## src/rtl/idm_pkg.sv

```systemverilog
package idm_pkg;

  localparam int BYTE_W    = 8;
  localparam int ADDR_W    = 8;
  localparam int BANK_W    = 2;
  localparam int REG_IDX_W = 3;
  localparam int BITPOS_W  = 3;
  localparam int RS_LSB    = 3;

  typedef enum logic [1:0] {
    AM_DIRECT   = 2'd0,
    AM_INDIRECT = 2'd1,
    AM_REGISTER = 2'd2,
    AM_BIT      = 2'd3
  } am_e;

  // Working-register bank chosen by the status word.
  function automatic logic [BANK_W-1:0] bank_of(input logic [BYTE_W-1:0] status);
    return status[RS_LSB +: BANK_W];
  endfunction

  // RAM address of working register idx in bank bk.
  function automatic logic [ADDR_W-1:0] reg_loc(input logic [BANK_W-1:0] bk,
                                                input logic [REG_IDX_W-1:0] idx);
    return {{(ADDR_W-BANK_W-REG_IDX_W){1'b0}}, bk, idx};
  endfunction

  // Byte that holds a bit address in the bit-addressable RAM window.
  function automatic logic [ADDR_W-1:0] bit_home(input logic [ADDR_W-1:0] base,
                                                 input logic [ADDR_W-1:0] baddr);
    return base + {{(ADDR_W-4){1'b0}}, baddr[6:3]};
  endfunction

  // SFR byte address for a bit address in the upper half.
  function automatic logic [ADDR_W-1:0] sfr_bit_home(input logic [ADDR_W-1:0] baddr);
    return {baddr[ADDR_W-1:BITPOS_W], {BITPOS_W{1'b0}}};
  endfunction

  // Byte with one bit replaced.
  function automatic logic [BYTE_W-1:0] put_bit(input logic [BYTE_W-1:0] b,
                                                input logic [BITPOS_W-1:0] pos,
                                                input logic val);
    logic [BYTE_W-1:0] r;
    r = b;
    r[pos] = val;
    return r;
  endfunction

endpackage

```

## src/rtl/idm_decode.sv

```systemverilog
module idm_decode
  import idm_pkg::*;
#(
  parameter logic [ADDR_W-1:0] BIT_BASE = 8'h20
) (
  input  logic [1:0]          mode,
  input  logic [ADDR_W-1:0]   addr,
  input  logic                ptr_sel,
  input  logic [BYTE_W-1:0]   status,
  input  logic [BYTE_W-1:0]   ptr_val,
  output logic [ADDR_W-1:0]   ptr_loc,
  output logic [ADDR_W-1:0]   ram_addr,
  output logic [ADDR_W-1:0]   sfr_addr,
  output logic                sfr_sel,
  output logic                is_bit,
  output logic [BITPOS_W-1:0] bit_pos
);

  logic [BANK_W-1:0] bank;
  am_e               am;

  assign bank    = bank_of(status);
  assign am      = am_e'(mode);
  assign ptr_loc = reg_loc(bank, {2'b00, ptr_sel});
  assign bit_pos = addr[BITPOS_W-1:0];

  always_comb begin
    ram_addr = addr;
    sfr_addr = addr;
    sfr_sel  = 1'b0;
    is_bit   = 1'b0;
    unique case (am)
      AM_DIRECT: begin
        sfr_sel  = addr[ADDR_W-1];
        ram_addr = {1'b0, addr[ADDR_W-2:0]};
      end
      AM_INDIRECT: begin
        ram_addr = ptr_val;
      end
      AM_REGISTER: begin
        ram_addr = reg_loc(bank, addr[REG_IDX_W-1:0]);
      end
      AM_BIT: begin
        is_bit   = 1'b1;
        sfr_sel  = addr[ADDR_W-1];
        ram_addr = bit_home(BIT_BASE, addr);
        sfr_addr = sfr_bit_home(addr);
      end
      default: ;
    endcase
  end

endmodule

```

## src/rtl/idm_ram.sv

```systemverilog
module idm_ram #(
  parameter int DEPTH  = 256,
  parameter int WIDTH  = 8,
  localparam int AW    = $clog2(DEPTH)
) (
  input  logic             clk,
  input  logic             wr_en,
  input  logic [AW-1:0]    wr_addr,
  input  logic [WIDTH-1:0] wr_data,
  input  logic [AW-1:0]    ptr_addr,
  output logic [WIDTH-1:0] ptr_data,
  input  logic [AW-1:0]    acc_addr,
  output logic [WIDTH-1:0] acc_data
);

  logic [WIDTH-1:0] mem [DEPTH];

  // Two asynchronous read ports: pointer fetch and data access.
  assign ptr_data = mem[ptr_addr];
  assign acc_data = mem[acc_addr];

  always_ff @(posedge clk) begin
    if (wr_en) mem[wr_addr] <= wr_data;
  end

endmodule

```

## src/rtl/idm_resp.sv

```systemverilog
module idm_resp
  import idm_pkg::*;
(
  input  logic              clk,
  input  logic              rst_n,
  input  logic              fire,
  input  logic [BYTE_W-1:0] byte_in,
  input  logic              bit_in,
  output logic              rd_valid,
  output logic [BYTE_W-1:0] rd_data,
  output logic              rd_bit
);

  always_ff @(posedge clk or negedge rst_n) begin
    if (!rst_n) begin
      rd_valid <= 1'b0;
      rd_data  <= '0;
      rd_bit   <= 1'b0;
    end else begin
      rd_valid <= fire;
      if (fire) begin
        rd_data <= byte_in;
        rd_bit  <= bit_in;
      end
    end
  end

endmodule

```

## src/rtl/idm_ctrl.sv

```systemverilog
module idm_ctrl
  import idm_pkg::*;
#(
  parameter int                DEPTH    = 256,
  parameter logic [ADDR_W-1:0] BIT_BASE = 8'h20
) (
  input  logic        clk,
  input  logic        rst_n,
  input  logic        req_valid,
  input  logic [1:0]  req_mode,
  input  logic        req_we,
  input  logic [7:0]  req_addr,
  input  logic        req_ptr_sel,
  input  logic [7:0]  req_wdata,
  input  logic        req_wbit,
  input  logic [7:0]  psw,
  output logic        rd_valid,
  output logic [7:0]  rd_data,
  output logic        rd_bit,
  output logic        sfr_req,
  output logic        sfr_we,
  output logic [7:0]  sfr_addr,
  output logic [7:0]  sfr_wdata,
  output logic        sfr_bit_en,
  output logic [2:0]  sfr_bit_pos,
  output logic        sfr_wbit,
  input  logic [7:0]  sfr_rdata
);

  localparam int RAM_AW = $clog2(DEPTH);

  // Internal events, named for the checker.
  logic [ADDR_W-1:0]   ptr_loc;
  logic [BYTE_W-1:0]   ptr_val;
  logic [ADDR_W-1:0]   ram_addr;
  logic [ADDR_W-1:0]   dec_sfr_addr;
  logic                sfr_sel;
  logic                is_bit;
  logic [BITPOS_W-1:0] bit_pos;
  logic [BYTE_W-1:0]   ram_old;
  logic [BYTE_W-1:0]   ram_new;
  logic                ram_we;
  logic [BYTE_W-1:0]   old_byte;

  idm_decode #(.BIT_BASE(BIT_BASE)) i_decode (
    .mode     (req_mode),
    .addr     (req_addr),
    .ptr_sel  (req_ptr_sel),
    .status   (psw),
    .ptr_val  (ptr_val),
    .ptr_loc  (ptr_loc),
    .ram_addr (ram_addr),
    .sfr_addr (dec_sfr_addr),
    .sfr_sel  (sfr_sel),
    .is_bit   (is_bit),
    .bit_pos  (bit_pos)
  );

  assign ram_we  = req_valid & req_we & ~sfr_sel;
  assign ram_new = is_bit ? put_bit(ram_old, bit_pos, req_wbit) : req_wdata;

  idm_ram #(.DEPTH(DEPTH), .WIDTH(BYTE_W)) i_ram (
    .clk      (clk),
    .wr_en    (ram_we),
    .wr_addr  (ram_addr[RAM_AW-1:0]),
    .wr_data  (ram_new),
    .ptr_addr (ptr_loc[RAM_AW-1:0]),
    .ptr_data (ptr_val),
    .acc_addr (ram_addr[RAM_AW-1:0]),
    .acc_data (ram_old)
  );

  assign sfr_req     = req_valid & sfr_sel;
  assign sfr_we      = sfr_req & req_we;
  assign sfr_addr    = dec_sfr_addr;
  assign sfr_wdata   = req_wdata;
  assign sfr_bit_en  = sfr_req & is_bit;
  assign sfr_bit_pos = bit_pos;
  assign sfr_wbit    = req_wbit;

  assign old_byte = sfr_sel ? sfr_rdata : ram_old;

  idm_resp i_resp (
    .clk      (clk),
    .rst_n    (rst_n),
    .fire     (req_valid),
    .byte_in  (old_byte),
    .bit_in   (is_bit & old_byte[bit_pos]),
    .rd_valid (rd_valid),
    .rd_data  (rd_data),
    .rd_bit   (rd_bit)
  );

endmodule

```

## config.mk

```make
export PLATFORM = sky130hd
export DESIGN_NAME = idm_ctrl
export DESIGN_NICKNAME = d
export VERILOG_FILES = /design/src/rtl/idm_pkg.sv /design/src/rtl/idm_decode.sv /design/src/rtl/idm_ram.sv /design/src/rtl/idm_resp.sv /design/src/rtl/idm_ctrl.sv
export SDC_FILE = /design/constraint.sdc
export NUM_CORES = 2
export LEC_CHECK = 0
export BUFFER_PORTS_ARGS = -buffer_cell sky130_fd_sc_hd__clkbuf_2
export CORE_UTILIZATION = 55
export CTS_BUF_LIST = sky130_fd_sc_hd__clkbuf_4 sky130_fd_sc_hd__clkbuf_8
export CTS_CLUSTER_DIAMETER = 50
export DETAILED_ROUTE_END_ITERATION = 10
export PLACE_DENSITY = 0.71
export SLEW_MARGIN = 20
export SYNTH_ARGS = -nofsm -noshare
export SYNTH_HDL_FRONTEND = slang
export SYNTH_SLANG_ARGS = --single-unit
```

## constraint.sdc

```tcl
create_clock -name clk -period 26.9 [get_ports clk]
set_clock_uncertainty 0.2 [all_clocks]
set_input_delay 4.035 -clock clk [delete_from_list [all_inputs] [get_ports clk]]
set_output_delay 4.035 -clock clk [all_outputs]
set_load 0.03 [all_outputs]
```

# Word-level counts from Yosys, hierarchy flattened
# Memory sizes are Yosys's and may differ from the RTL's.
# Index checks and enable logic that the tools add are counted.
[op_classes] addsub=1 n_mul=0 n_div=0 magnitude_cmp=2 n_eq_ne=3 n_shift=0 muxes=13 bitwise=7 reduce_logical=3
[ops] op="$pmux W8 S4" count=1
[ops] op="$mux W8" count=2
[ops] op="$bwmux W8" count=1
[ops] op="$add A6 B4 Y7 const A" count=1
[ops] op="$and A1 B1 Y1" count=6
[ops] op="$mux W1" count=6
[ops] op="$eq A2 B2 Y1 const B" count=2
[ops] op="$lt A3 B4 Y1 const B" count=1
[ops] op="$bmux W1 S3" count=1
[ops] op="$demux W1 S3" count=1
[ops] op="$ge A3 B1 Y1 const B" count=1
[ops] op="$mux W3" count=1
[ops] op="$eq A2 B1 Y1 const B" count=1
[ops] op="$logic_not A2 Y1" count=1
[ops] op="$reduce_or A2 Y1" count=1
[ops] op="$logic_and A1 B1 Y1" count=1
[ops] op="$not A1 Y1" count=1
[word_totals] ff_bits=10 latchBits=0 ram_bits=2048 rom_bits=0 input_bits=40 out_inout_bits=33 wordCells=33 mem_count=1
[mem_list] name="i_ram.mem" depth=256 width=8 rd=2 rd_ports_with_merged_regs=0 write_ports=1 line_no="idm_ram.sv:16" source="logic [WIDTH-1:0] mem [DEPTH];"

# Depth between registers and ports, before layout
[logic_depth] depth_word=7 ltp_mapped=20 mapped_depth_nobuf=15

# By module
# A second synthesis with hierarchy kept.
[unflattened] cells_unflattened=4964 hier_area_um2=97892.6
[by_module_without_submodules] mod="idm_ram" instances=1 cells_per_inst=4831 area_each_um2=96652.7 seq_area_each_um2=61499.0
[by_module_without_submodules] mod="idm_ctrl" instances=1 cells_per_inst=63 area_each_um2=499.2 seq_area_each_um2=0.0
[by_module_without_submodules] mod="idm_resp" instances=1 cells_per_inst=20 area_each_um2=396.6 seq_area_each_um2=250.2
[by_module_without_submodules] mod="idm_decode" instances=1 cells_per_inst=50 area_each_um2=344.1 seq_area_each_um2=0.0

# Least setup slack after synthesis
# Ideal clock, no wire load.
[synth_timing] kind="input to register" from="input req_mode[0]" to="memory i_ram.mem[0][2] (data pin)" setup_time_ps=2187 arrival_time_ps=14620 t_required_ps=24513 path_slack_ps=9893 path_stages=4 n_path_buf=2 cell_sequence="ha_1 > clkbuf_1 > clkbuf_1 > o21ai_0"
[synth_via] elab_chain_cells=5 elab_cells_between_ends=9 cone_classes="3 x eq/ne; 4 x mux; 1 x reduce/logical; 1 x memory"
[synth_lines] item="from (decl)" line_no="idm_ctrl.sv:10" source="input logic [1:0] req_mode,"
[synth_lines] item="$eq A2 B2 Y1 (tied with other cells)" line_no="idm_decode.sv:32" source="unique case (am)"
[synth_lines] item="$pmux W8 S4" line_no="idm_decode.sv:32"
[synth_lines] item="$mem_v2 Z256 W8"
[synth_lines] item="$bwmux W8" line_no="idm_pkg.sv:45" source="r[pos] = val;"
[synth_lines] item="$mux W8 (*)" line_no="idm_ctrl.sv:60" source="assign ram_new = is_bit ? put_bit(ram_old, bit_pos, req_wbit) : req_wdata;"
[synth_lines] item="via i_ram.wr_data[2]" line_no="idm_ram.sv:9" source="input logic [WIDTH-1:0] wr_data,"
[synth_lines] item="to (decl)" line_no="idm_ram.sv:16"
# Mark *: on every way through the listed nets, which the timed path passes. The rest lies on a longest branch.

# Worst setup path after layout
[layout_timing] from="input req_ptr_sel" to="memory i_ram.mem[197][3] (data pin)"
[layout_via] elab_chain_cells=5 elab_cells_between_ends=4 cone_classes="3 x mux; 1 x memory"
[layout_lines] item="from (decl)" line_no="idm_ctrl.sv:13" source="input logic req_ptr_sel,"
[layout_lines] item="$mem_v2 Z256 W8"
[layout_lines] item="$pmux W8 S4 (*)" line_no="idm_decode.sv:32"
[layout_lines] item="$mem_v2 Z256 W8"
[layout_lines] item="$bwmux W8 (*)" line_no="idm_pkg.sv:45"
[layout_lines] item="$mux W8 (*)" line_no="idm_ctrl.sv:60"
[layout_lines] item="via i_ram.wr_data[3]" line_no="idm_ram.sv:9"
# Marked as above.

==> impl_metrics.json <==
{
  "grt_use_total_pct": 29.9,
  "fin_crit_sh_pct": 51.8,
  "wire_per_inst_um": 31.3,
  "hold_viol": 0,
  "synthFlopType": "edfxtp_1",
  "finalNonFillerCells": 6995,
  "r2r_start": "i_ram.mem[24][0]$_DFFE_PP_",
  "grt_pass1_wl_mm": 319,
  "portBuffers": 66,
  "die_h_um": 381,
  "p_comb_share_pct": 10.4,
  "hold_path_class": "reg2reg",
  "yosys-top-cells-area": "edfxtp_1 78%, o22a_1 2.9%, o22ai_1 2.8%",
  "clkTransAtPathRegs_ps": 60,
  "synth_xor_xnor_area_share_pct": 0,
  "area_growth_pct": 9.66,
  "root_buffer": "clkbuf_8",
  "crit_end": "i_ram.mem[197][3]$_DFFE_PP_",
  "htree_levels": 5,
  "fp.dieW_um": 381,
  "cp.required_ps": 27330,
  "core_area_sq_mm": 0.142,
  "crit_type": "in2reg",
  "yosysMostFrequentCell": "edfxtp_1",
  "drt_first_pass_iters": 6,
  "die_area_sq_mm": 0.145,
  "reg2reg_depth": 19,
  "viasPerCell": 6.91,
  "rsz0062_at_grt": "false",
  "first_global_vias": 46900,
  "synthCells": 4797,
  "p_sw_w": 0.00170,
  "leakage_nw": 26.2,
  "synth.top_cells.by_count": "2048 x edfxtp_1, 386 x nor2_1, 352 x o22ai_1",
  "synth_edf_count": 2048,
  "finalCriticalPeriod_ps": 13930,
  "status": "completed",
  "worstPathArrival_ps": 14360,
  "cts_tree": "done",
  "synthSimpleGateAreaFrac_pct": 4.52,
  "cp-end-kind": "flop",
  "final-max-slew-violation-count": 0,
  "yosysWarnings": 0,
  "synth_seq_cells": 2058,
  "max_cap_viol_count": 0,
  "antenna_found_initial": 6,
  "drtAntennaViolNets": 0,
  "cts_resized": 0,
  "numCtsBuffers": 323,
  "setup_viol": 0,
  "power.density_mw_per_mm2": 78.3,
  "dp.cells": 6452,
  "critPathLaunch": "req_ptr_sel",
  "async_flop_share_pct": 0.486,
  "drive_gt1_share_pct": 13.7,
  "post_cts_buffers": 0,
  "post-route-drc-count": 0,
  "rows": 138,
  "gr-total-overflow": 0,
  "r2r-end": "i_ram.mem[197][3]$_DFFE_PP_",
  "multiInputGateArea_sq_mm": 0.0154,
  "finalNetCount": 4932,
  "clkLatencyLatePin_ps": 1030,
  "path_max_fanout": 116,
  "p_clk_share_pct": 36.3,
  "fin_tns_setup_ps": 0,
  "syn_nets": 4841,
  "syn_area_sq_mm": 0.0790,
  "fmax_ghz": 0.0718,
  "slew_headroom_pct": 15.1,
  "dp_hpwl_mm": 121,
  "synth-compound-area-share_pct": 14.0,
  "fill_cells": 10100,
  "postSynthAreaPerCell_sq_um": 16.5,
  "routabilityCongestion": 0.886,
  "synth_cell_types": 70,
  "seq_area_sq_mm": 0.0617,
  "io_pins": 73,
  "synth_top_area_cell": "edfxtp_1",
  "ir_drop_mv": 0.0544,
  "worstMarginPinSlew_ps": 1260,
  "start_util_pct": 55.6,
  "dr.first_iter.drc_count": 7106,
  "synthMuxAreaShare_pct": 0.597,
  "wirelength_mm": 219,
  "yosysTopAreaCellShare_pct": 77.8,
  "worstSetupStartpointType": "input port",
  "cts_hold_buffers": 0,
  "grt_start_max_net_pins": 187,
  "clock-sinks": 2058,
  "synth_top_family_by_area": "compound AO/OA/AOI/OAI gates",
  "synth_adder_area_share_pct": 0.0633,
  "synth-seq-area-share_pct": 78.2,
  "p_sw_share_pct": 25.0,
  "vias": 48300,
  "seqPwrFrac_pct": 53.3,
  "r2r_slack_ps": 16510,
  "p_int_w": 0.00508,
  "cts.path.max_buffers": 4
}
## per-layer routing
metal | GRT usage, % | part of all wire [%] | wire length, um
met5 | 0 | 0.0069 | 15
met4 | 11.8 | 3.8 | 8370
met3 | 7.63 | 13 | 28000
met2 | 45.1 | 46 | 101000
met1 | 42.0 | 37 | 81300
## flip-flops by register name (all words and copies together), names as in the netlist
name and count:
i_resp.rd_data 8, i_resp.rd_bit 1, i_ram.mem 2048, i_resp.rd_valid 1
## cells by family after synthesis
family,count (synthesis)
flops,2058
mux,33
compound gates,1512
buf+inv,419
fa+ha+maj,4
simple gates,771
## worst min path at each step
| stage | from | end | slack, ps | cells past startpoint |
|---|---|---|---|---|
| after floorplan | i_resp.rd_data[2]$_DFFE_PN0P_ | i_resp.rd_data[2]$_DFFE_PN0P_ | 470 | 1 |
| after global placement | i_resp.rd_data[4]$_DFFE_PN0P_ | i_resp.rd_data[4]$_DFFE_PN0P_ | 260 | 1 |
| after detailed placement | i_resp.rd_data[4]$_DFFE_PN0P_ | i_resp.rd_data[4]$_DFFE_PN0P_ | 270 | 1 |
| after CTS | i_resp.rd_data[4]$_DFFE_PN0P_ | i_resp.rd_data[4]$_DFFE_PN0P_ | 280 | 1 |
| after global routing | i_resp.rd_data[6]$_DFFE_PN0P_ | i_resp.rd_data[6]$_DFFE_PN0P_ | 300 | 1 |
| final | i_resp.rd_data[4]$_DFFE_PN0P_ | i_resp.rd_data[4]$_DFFE_PN0P_ | 280 | 1 |
## power by group through the flow
| stage | Combinational (W) | Clock (W) | Sequential, W |
|---|---|---|---|
| global route | 0.000728 | 0.00261 | 0.00361 |
| CTS | 0.000683 | 0.00247 | 0.00361 |
| floorplan | 0.000390 | 0 | 0.00373 |
| finish | 0.000706 | 0.00246 | 0.00361 |
| detailed placement | 0.000682 | 0 | 0.00368 |
| global placement | 0.000669 | 0 | 0.00368 |
## area by class of cell
type / instances / area share [%]
Tap cell: 1890 / 2.73
Multi-Input combinational cell: 2320 / 17.8
Antenna cell: 6 / 0.0173
Timing Repair Buffer: 170 / 1.41
Sequential cell: 2058 / 71.3
Clock buffer: 430 / 6.11
Inverter: 15 / 0.0650
Clock inverter: 106 / 0.648
## cell usage in the layout (no fill, tap or decap), types with 10 or more instances in the layout
| cell type | Yosys | layout |
|---|---|---|
| or3_1 | 134 | 134 |
| a22oi_1 | 67 | 67 |
| a41o_1 | 40 | 40 |
| nand2_1 | 61 | 50 |
| o22ai_1 | 352 | 352 |
| clkbuf_8 | 0 | 330 |
| a41oi_1 | 14 | 14 |
| clkinv_2 | 0 | 27 |
| buf_4 | 57 | 96 |
| nor2_1 | 386 | 385 |
| nand2_2 | 1 | 11 |
| dfrtp_1 | 10 | 10 |
| edfxtp_1 | 2048 | 2048 |
| clkbuf_2 | 1 | 66 |
| o31ai_1 | 83 | 83 |
| a31oi_1 | 68 | 68 |
| nor4_1 | 32 | 30 |
| mux4_2 | 10 | 10 |
| clkinv_1 | 1 | 70 |
| o22a_1 | 260 | 260 |
| o32a_1 | 58 | 58 |
| mux2i_1 | 13 | 13 |
| o21ai_0 | 172 | 170 |
| o221ai_1 | 147 | 147 |
| a21oi_1 | 104 | 102 |
| o21ai_1 | 13 | 11 |
| nor2b_1 | 11 | 11 |
| clkbuf_4 | 0 | 100 |
| o32ai_1 | 72 | 72 |
| inv_1 | 14 | 14 |
| nor3_1 | 104 | 104 |
## worst max-delay path: stages
cell      delay, ps
clkbuf_2        720
mux2i_1         250
a221o_1         460
o31ai_2         550
or2_4           580
buf_12          490
buf_4           630
buf_12          540
buf_4           690
o22a_1          240
a31oi_1         100
nor4_1          500
o221ai_1        310
o22ai_1         810
a311oi_1        370
o21ai_0         170
o311ai_0        230
o21ai_4         430
buf_4           750
buf_4           910
## per-stage QoR
step	area, sq um	hold slack [ps]	util, %	worst slack [ps]	total power [W]
after global routing	86600	305	61.0	12860	0.00694
after CTS	86600	285	60.9	13550	0.00677
after detailed placement	80700	272	56.8	12510	0.00436
final	86600	282	61.0	12970	0.00678
after global placement	80700	261	56.8	12620	0.00435
after floorplan	79000	468	-	9890	0.00412
Power figures use the tool's default switching activity.
